`config.mk`:
```
export PLATFORM = sky130hd
export DESIGN_NAME = wss_line_sched
export DESIGN_NICKNAME = d
export VERILOG_FILES = /design/src/rtl/wss_pkg.sv /design/src/rtl/wss_ctrl_reg.sv /design/src/rtl/wss_slot.sv /design/src/rtl/wss_tx_mux.sv /design/src/rtl/wss_line_sched.sv
export SDC_FILE = /design/constraint.sdc
export NUM_CORES = 1
export LEC_CHECK = 0
export BUFFER_PORTS_ARGS = -buffer_cell sky130_fd_sc_hd__buf_4
export CORE_MARGIN = 5
export CORE_UTILIZATION = 52
export DETAILED_ROUTE_END_ITERATION = 12
export PLACE_DENSITY = 0.77
export REMOVE_ABC_BUFFERS = 1
export SYNTH_ARGS = -nofsm -noshare
export SYNTH_HDL_FRONTEND = slang
export SYNTH_SLANG_ARGS = --single-unit
```
`constraint.sdc`:
```
create_clock -name clk_i -period 2.4 [get_ports clk_i]
set_clock_uncertainty 0.15 [all_clocks]
set_input_delay 0.12 -clock clk_i [delete_from_list [all_inputs] [get_ports clk_i]]
set_output_delay 0.12 -clock clk_i [all_outputs]
set_load 0.005 [all_outputs]
```
`src/rtl/wss_pkg.sv`:
```
package wss_pkg;

   localparam int unsigned NUM_SLOTS = 2;
   localparam int unsigned ADDR_W    = 3;

   localparam logic [ADDR_W-1:0] ADR_CTRL = 3'd0;
   localparam logic [ADDR_W-1:0] ADR_PAY0 = 3'd1;
   localparam logic [ADDR_W-1:0] ADR_PAY1 = 3'd2;
   localparam logic [ADDR_W-1:0] ADR_CRC0 = 3'd3;
   localparam logic [ADDR_W-1:0] ADR_CRC1 = 3'd4;

   typedef enum logic [1:0] {
      STD_NTSC  = 2'd0,
      STD_PAL_M = 2'd1,
      STD_PAL_A = 2'd2,
      STD_PAL_B = 2'd3
   } wss_std_e;

   function automatic int unsigned target_line(wss_std_e std, int unsigned slot);
      int unsigned l;
      case (std)
         STD_NTSC:  l = (slot == 0) ? 20 : 283;
         STD_PAL_M: l = (slot == 0) ? 17 : 280;
         default:   l = (slot == 0) ? 23 : 336;
      endcase
      return l;
   endfunction

   function automatic logic is_pal(wss_std_e std);
      return std != STD_NTSC;
   endfunction

endpackage

```
`src/rtl/wss_ctrl_reg.sv`:
```
module wss_ctrl_reg
   import wss_pkg::*;
(
   input  logic                  clk_i,
   input  logic                  rst_ni,
   input  logic                  wr_en_i,
   input  logic [ADDR_W-1:0]     wr_addr_i,
   input  logic [3:0]            wr_data_i,
   output logic [NUM_SLOTS-1:0]  en_o,
   output wss_std_e              std_o,
   output logic                  pal_o
);

   logic [NUM_SLOTS-1:0] en_q;
   wss_std_e             std_q;

   always_ff @(posedge clk_i) begin
      if (!rst_ni) begin
         en_q  <= '0;
         std_q <= STD_NTSC;
      end else if (wr_en_i && wr_addr_i == ADR_CTRL) begin
         en_q  <= wr_data_i[1:0];
         std_q <= wss_std_e'(wr_data_i[3:2]);
      end
   end

   assign en_o  = en_q;
   assign std_o = std_q;
   assign pal_o = is_pal(std_q);

endmodule

```
`src/rtl/wss_slot.sv`:
```
module wss_slot
   import wss_pkg::*;
#(
   parameter int unsigned SLOT      = 0,
   parameter int unsigned PAYLOAD_W = 14,
   parameter int unsigned CRC_W     = 6,
   parameter int unsigned LINE_W    = 10
) (
   input  logic                 clk_i,
   input  logic                 rst_ni,
   input  logic                 pay_we_i,
   input  logic                 crc_we_i,
   input  logic [PAYLOAD_W-1:0] wr_data_i,
   input  logic [LINE_W-1:0]    line_i,
   input  logic                 en_i,
   input  wss_std_e             std_i,
   output logic                 fire_o,
   output logic [PAYLOAD_W-1:0] payload_o,
   output logic [CRC_W-1:0]     crc_o,
   output logic                 status_o
);

   logic [PAYLOAD_W-1:0] pay_q;
   logic [CRC_W-1:0]     crc_q;
   logic                 sent_q;
   logic                 hit_q;
   logic                 hit;
   logic [LINE_W-1:0]    tgt;

   assign tgt    = LINE_W'(target_line(std_i, SLOT));
   assign hit    = (line_i == tgt);
   assign fire_o = en_i & hit & ~hit_q;

   always_ff @(posedge clk_i) begin
      if (!rst_ni) begin
         pay_q  <= '0;
         crc_q  <= '0;
         sent_q <= 1'b1;
         hit_q  <= 1'b0;
      end else begin
         hit_q <= hit;
         if (pay_we_i) begin
            pay_q  <= wr_data_i;
            sent_q <= 1'b0;
         end else if (fire_o) begin
            sent_q <= 1'b1;
         end
         if (crc_we_i) crc_q <= wr_data_i[CRC_W-1:0];
      end
   end

   assign payload_o = pay_q;
   assign crc_o     = crc_q;
   assign status_o  = en_i ? sent_q : 1'b1;


   single_strobe_chk: assert property (@(posedge clk_i) disable iff (!rst_ni)
      fire_o |=> !fire_o);


   load_clears_chk: assert property (@(posedge clk_i) disable iff (!rst_ni)
      pay_we_i |=> !sent_q);


   send_sets_chk: assert property (@(posedge clk_i) disable iff (!rst_ni)
      (fire_o && !pay_we_i) |=> sent_q);


   old_payload_chk: assert property (@(posedge clk_i) disable iff (!rst_ni)
      !pay_we_i |=> $stable(pay_q));

endmodule

```
`src/rtl/wss_tx_mux.sv`:
```
module wss_tx_mux
   import wss_pkg::*;
#(
   parameter int unsigned PAYLOAD_W = 14,
   parameter int unsigned CRC_W     = 6
) (
   input  logic                                clk_i,
   input  logic                                rst_ni,
   input  logic [NUM_SLOTS-1:0]                fire_i,
   input  logic [NUM_SLOTS-1:0][PAYLOAD_W-1:0] payload_i,
   input  logic [NUM_SLOTS-1:0][CRC_W-1:0]     crc_i,
   input  logic                                pal_i,
   output logic                                valid_o,
   output logic                                slot_o,
   output logic [PAYLOAD_W-1:0]                payload_o,
   output logic [CRC_W-1:0]                    crc_o,
   output logic                                crc_en_o
);

   always_comb begin
      valid_o   = 1'b0;
      slot_o    = 1'b0;
      payload_o = '0;
      crc_o     = '0;
      for (int s = 0; s < NUM_SLOTS; s++) begin
         if (fire_i[s]) begin
            valid_o   = 1'b1;
            slot_o    = 1'(s);
            payload_o = payload_o | payload_i[s];
            crc_o     = crc_o | crc_i[s];
         end
      end
      if (pal_i) crc_o = '0;
      crc_en_o = valid_o & ~pal_i;
   end


   one_slot_chk: assert property (@(posedge clk_i) disable iff (!rst_ni)
      $onehot0(fire_i));

endmodule

```
`src/rtl/wss_line_sched.sv`:
```
module wss_line_sched
   import wss_pkg::*;
#(
   parameter int unsigned PAYLOAD_W = 14,
   parameter int unsigned CRC_W     = 6,
   parameter int unsigned LINE_W    = 10
) (
   input  logic                 clk_i,
   input  logic                 rst_ni,
   input  logic                 wr_en_i,
   input  logic [2:0]           wr_addr_i,
   input  logic [PAYLOAD_W-1:0] wr_data_i,
   input  logic [LINE_W-1:0]    line_i,
   output logic                 tx_valid_o,
   output logic                 tx_slot_o,
   output logic [PAYLOAD_W-1:0] tx_payload_o,
   output logic [CRC_W-1:0]     tx_crc_o,
   output logic                 tx_crc_en_o,
   output logic [1:0]           status_o
);

   if (LINE_W < 9)          $error("LINE_W must reach line 336");
   if (PAYLOAD_W < 4)       $error("PAYLOAD_W must hold the control bits");
   if (CRC_W < 1)           $error("CRC_W must be at least 1");
   if (CRC_W > PAYLOAD_W)   $error("CRC_W must not exceed PAYLOAD_W");

   logic [NUM_SLOTS-1:0]                en;
   wss_std_e                            std;
   logic                                pal;
   logic [NUM_SLOTS-1:0]                fire;
   logic [NUM_SLOTS-1:0][PAYLOAD_W-1:0] pay;
   logic [NUM_SLOTS-1:0][CRC_W-1:0]     crc;
   logic [NUM_SLOTS-1:0]                stat;

   wss_ctrl_reg u_ctrl (
      .clk_i     (clk_i),
      .rst_ni    (rst_ni),
      .wr_en_i   (wr_en_i),
      .wr_addr_i (wr_addr_i),
      .wr_data_i (wr_data_i[3:0]),
      .en_o      (en),
      .std_o     (std),
      .pal_o     (pal)
   );

   for (genvar s = 0; s < NUM_SLOTS; s++) begin : g_slot
      localparam logic [ADDR_W-1:0] PAY_ADR = ADR_PAY0 + ADDR_W'(s);
      localparam logic [ADDR_W-1:0] CRC_ADR = ADR_CRC0 + ADDR_W'(s);
      logic pay_we;
      logic crc_we;
      assign pay_we = wr_en_i && (wr_addr_i == PAY_ADR);
      assign crc_we = wr_en_i && (wr_addr_i == CRC_ADR);

      wss_slot #(
         .SLOT      (s),
         .PAYLOAD_W (PAYLOAD_W),
         .CRC_W     (CRC_W),
         .LINE_W    (LINE_W)
      ) u_slot (
         .clk_i     (clk_i),
         .rst_ni    (rst_ni),
         .pay_we_i  (pay_we),
         .crc_we_i  (crc_we),
         .wr_data_i (wr_data_i),
         .line_i    (line_i),
         .en_i      (en[s]),
         .std_i     (std),
         .fire_o    (fire[s]),
         .payload_o (pay[s]),
         .crc_o     (crc[s]),
         .status_o  (stat[s])
      );
   end

   wss_tx_mux #(
      .PAYLOAD_W (PAYLOAD_W),
      .CRC_W     (CRC_W)
   ) u_mux (
      .clk_i     (clk_i),
      .rst_ni    (rst_ni),
      .fire_i    (fire),
      .payload_i (pay),
      .crc_i     (crc),
      .pal_i     (pal),
      .valid_o   (tx_valid_o),
      .slot_o    (tx_slot_o),
      .payload_o (tx_payload_o),
      .crc_o     (tx_crc_o),
      .crc_en_o  (tx_crc_en_o)
   );

   assign status_o = stat;


   idle_when_off_chk: assert property (@(posedge clk_i) disable iff (!rst_ni)
      (en == '0) |-> !tx_valid_o);


   pal_no_crc_chk: assert property (@(posedge clk_i) disable iff (!rst_ni)
      pal |-> (!tx_crc_en_o && tx_crc_o == '0));


   off_slot_quiet_chk: assert property (@(posedge clk_i) disable iff (!rst_ni)
      (tx_valid_o) |-> en[tx_slot_o]);

endmodule

```
==> summary.txt <==
Run status
  – Status: completed

Synth
  – Compound-Gate Fraction of Synth Area: 19.90%
  – Post-synthesis sequential area ratio: 43.41%
  – Number of flops mapped to enable cells by yosys: 0
  – Netlist cell types: 34
  – Post-synth top cells: 60 x nand2_1, 48 x dfxtp_1, 35 x a21oi_1
  – Synth area leader: dfxtp_1
  – Multiplexer area fraction after synthesis: 7.236%
  – Ys async rst share: 0%
  – Synth Area in Adders: 0%
  – Largest cells by area after synthesis: dfxtp_1 43%, nand2_1 10%, a21oi_1 7.9%, mux2i_1 7.2%, a22o_1 5.5%
  – Top cell type's share of synthesized area: 43.41%
  – Main combinational cell family by area after synthesis: simple AND/OR/NAND/NOR gates
  – Warnings, synthesis: 0
  – Synth Area in Simple Gates: 23.80%
  – Mapped Area: 2213 um2
  – Post-Synth XOR/XNOR Area: less than 1%
  – Top-count cell post-synth: nand2_1
  – Syn_area_per_cell: 8.546 um2
  – Top_reg_cell synth: dfxtp_1
  – Syn Inst Count: 259
  – #FFs+latches synth: 48

Detailed routing
  – Detail-routed via count per cell: 5.612
  – ANT nets after route: 0
  – Via Count: around 2,100
  – Wirelength per Cell: roughly 16 um
  – Routed WL: 5.972 mm
  – Initial DRC Count: between 200 and 250
  – DRC Markers: 0
  – DR pass1 iterations: 4

Placement
  – Placed Cells incl. Taps: ~350
  – Port bufs: 54
  – Placer Congestion: 0.9002
  – Post-DP HPWL: 3.853 mm

Clock tree
  – CTS clk-pin slew, worst paths: 0.08 ns
  – TritonCTS buffer count: 5
  – CTS Root Cell: clkbuf_8
  – CTS tree: done
  – Clock sink count: 48
  – Clk_lat worst skew: about 0.30 ns
  – Bufs on Longest Clock Path: 2
  – H-tree lvl count: 2

GRT
  – Initial antenna violation count: 0
  – GRT Util Overall: 21.69%
  – Pin count of the biggest net entering global routing: 42
  – Total gr overflow: 0
  – First-pass GRT wire length: 9.459 mm
  – Vias in the first global route: 2,011

Power and ir drop
  – Pwr dens: around 500 nW/um2
  – Leakage: 1.180 nW
  – Comb power frac: 10.5%
  – Reg power frac: 55.7%
  – P_sw: 0.0003506 W
  – Max IR drop VDD: 0.3552 mV
  – Clk pwr share: 33.8%
  – Cell Int Power: 0.001125 W
  – Switching share of power: about a quarter
  – Total power: around 0.0015 W

Timing
  – Final Hold Vio Count: 0
  – Slew headroom: 53.98%
  – RSZ-0062 raised after global routing: yes
  – Slew Viols, Final: 0
  – Worst-Margin Slew: about 0.7 ns
  – # setup viols final: 0
  – Fmax achieved: 0.4237 GHz
  – Fin crit share: 98.34%
  – Setup tns final: 0 ns
  – Shortest period the worst path allows: 2.360 ns

Die
  – Die Wd: between 70 and 80 um
  – I/O pin cnt: 55
  – Die footprint: 5661 um2
  – Std cell rows: 23
  – Total core area: between 4000 and 5000 um2
  – Die height: 75.24 um
  – Initial cell density of the core: a little over half

Cells and area
  – Non-filler instance count after layout: 381
  – Share of post-route cells with drive strength above 1: 28.10%
  – Ant. Diodes: 0
  – Final core occ: 73.08%
  – Synthesis-to-finish area growth: 33.97%
  – Final nets: 360

Job
  – Max Cap Viol: 0

Critical path
  – CP Launch Type: flip-flop
  – Crit Path Max Fanout: 7
  – Crit path DAT: around 2.1 ns
  – Kind of critical path: flip-flop to output port
  – WP data required: 2.13 ns
  – Setup crit end kind: output port

Worst hold path
  – HP Class: primary input to flip-flop
repair_timing:
| item | 4_1_cts | 5_1_grt |
|---|---|---|
| resized for setup | 5 | 10 |
| pin swaps | 0 | 5 |
| endpoints found under the setup margin | 15 | 22 |
| setup buffers | 0 | 2 |
| cloned | 0 | 2 |
| hold endpoints to repair | 46 | 0 |
| hold buffers | 15 | 0 |
layer usage:
metal	global-route usage [%]	routed length [um]	vias to the layer above
met3	4.539	372	11
met2	34.72	2941	64
met5	0	0	-
li1	-	-	1046
met4	6.602	92	0
met1	29.49	2566	1017
layout by cell type, fill, tap and decap left out, types with 2 or more instances in the layout:
| cell type | count |
|---|---|
| buf_4 | 65 |
| nand2_1 | 60 |
| dfxtp_1 | 46 |
| a21oi_1 | 33 |
| nor2_1 | 19 |
| mux2i_1 | 16 |
| dlygate4sd3_1 | 15 |
| a22o_1 | 14 |
| nand4_1 | 6 |
| o211ai_1 | 6 |
| clkbuf_8 | 6 |
| nand2b_1 | 4 |
| nand3b_1 | 4 |
| a2111oi_4 | 2 |
| nor3b_2 | 2 |
| o21ai_0 | 2 |
| nand3_1 | 2 |
| or2_2 | 2 |
| a21oi_2 | 2 |
| and3b_1 | 2 |
| clkbuf_1 | 2 |
| buf_6 | 2 |
registers in the layout, indices dropped and copies added (netlist names):
signal,count
u_ctrl.en_o,2
g_slot.u_slot.hit_q,2
g_slot.u_slot.sent_q,2
g_slot.u_slot.payload_o,28
u_ctrl.std_o,2
g_slot.u_slot.crc_o,12
worst max-delay path, stage by stage (launching register included):
cell and delay, ns:
dfxtp_4 0.37, or3_4 0.40, a2111oi_4 0.35, and3_4 0.26, buf_6 0.14, a22o_1 0.15, buf_4 0.12
per-stage QoR:
stage / hold slack, ns / area, um2 / setup WS [ns]
after floorplan: 0.04623 / 2105 / 0.2341
final: 0.06602 / 2965 / 0.03994
after CTS: 0.08302 / 2910 / 0.007665
after global placement: 0.1818 / 2648 / 0.2945
after global routing: 0.06397 / 2965 / -0.05098
after detailed placement: 0.1936 / 2648 / 0.2277
area by class of cell:
cell class                 instances  area, um2
clock buffer                       8      90.09
multi-input combinational        190       1160
timing repair inverter             1      5.005
inverter                           2      21.27
fill                             306       1092
sequential                        48      965.9
tap                               50      62.56
timing repair buffer              82      660.6
kinds of logic (layout without fill, tap and decap cells):
logic type      count (synthesis)  after routing
simple gates                  110            110
mux                            16             16
flops                          48             48
buf+inv                        21             93
compound gates                 63             63
xor+xnor                        1              1
worst paths after layout:
kind	start	endpoint	slack, ns	cells after the start
max reg2reg	u_ctrl.std_o[0]$_SDFFE_PN0P_	g_slot[0].u_slot.sent_q$_SDFFE_PN1P_	0.66	5
min reg2reg	g_slot[0].u_slot.payload_o[8]$_SDFFE_PN0P_	g_slot[0].u_slot.payload_o[8]$_SDFFE_PN0P_	0.31	2
min	line_i[8]	g_slot[0].u_slot.hit_q$_SDFF_PN0_	0.07	5
max	u_ctrl.std_o[0]$_SDFFE_PN0P_	tx_payload_o[11]	0.04	6
power by group through the flow:
stage	sequential (W)	combinational (W)	clock, W
finish	0.000822	0.000155	0.000499
global route	0.000824	0.000170	0.000531
CTS	0.000822	0.000152	0.000500
detailed placement	0.000841	0.000132	0
global placement	0.000841	0.000130	0
floorplan	0.000838	0.0000587	0
(Power assumes the default switching activity.)
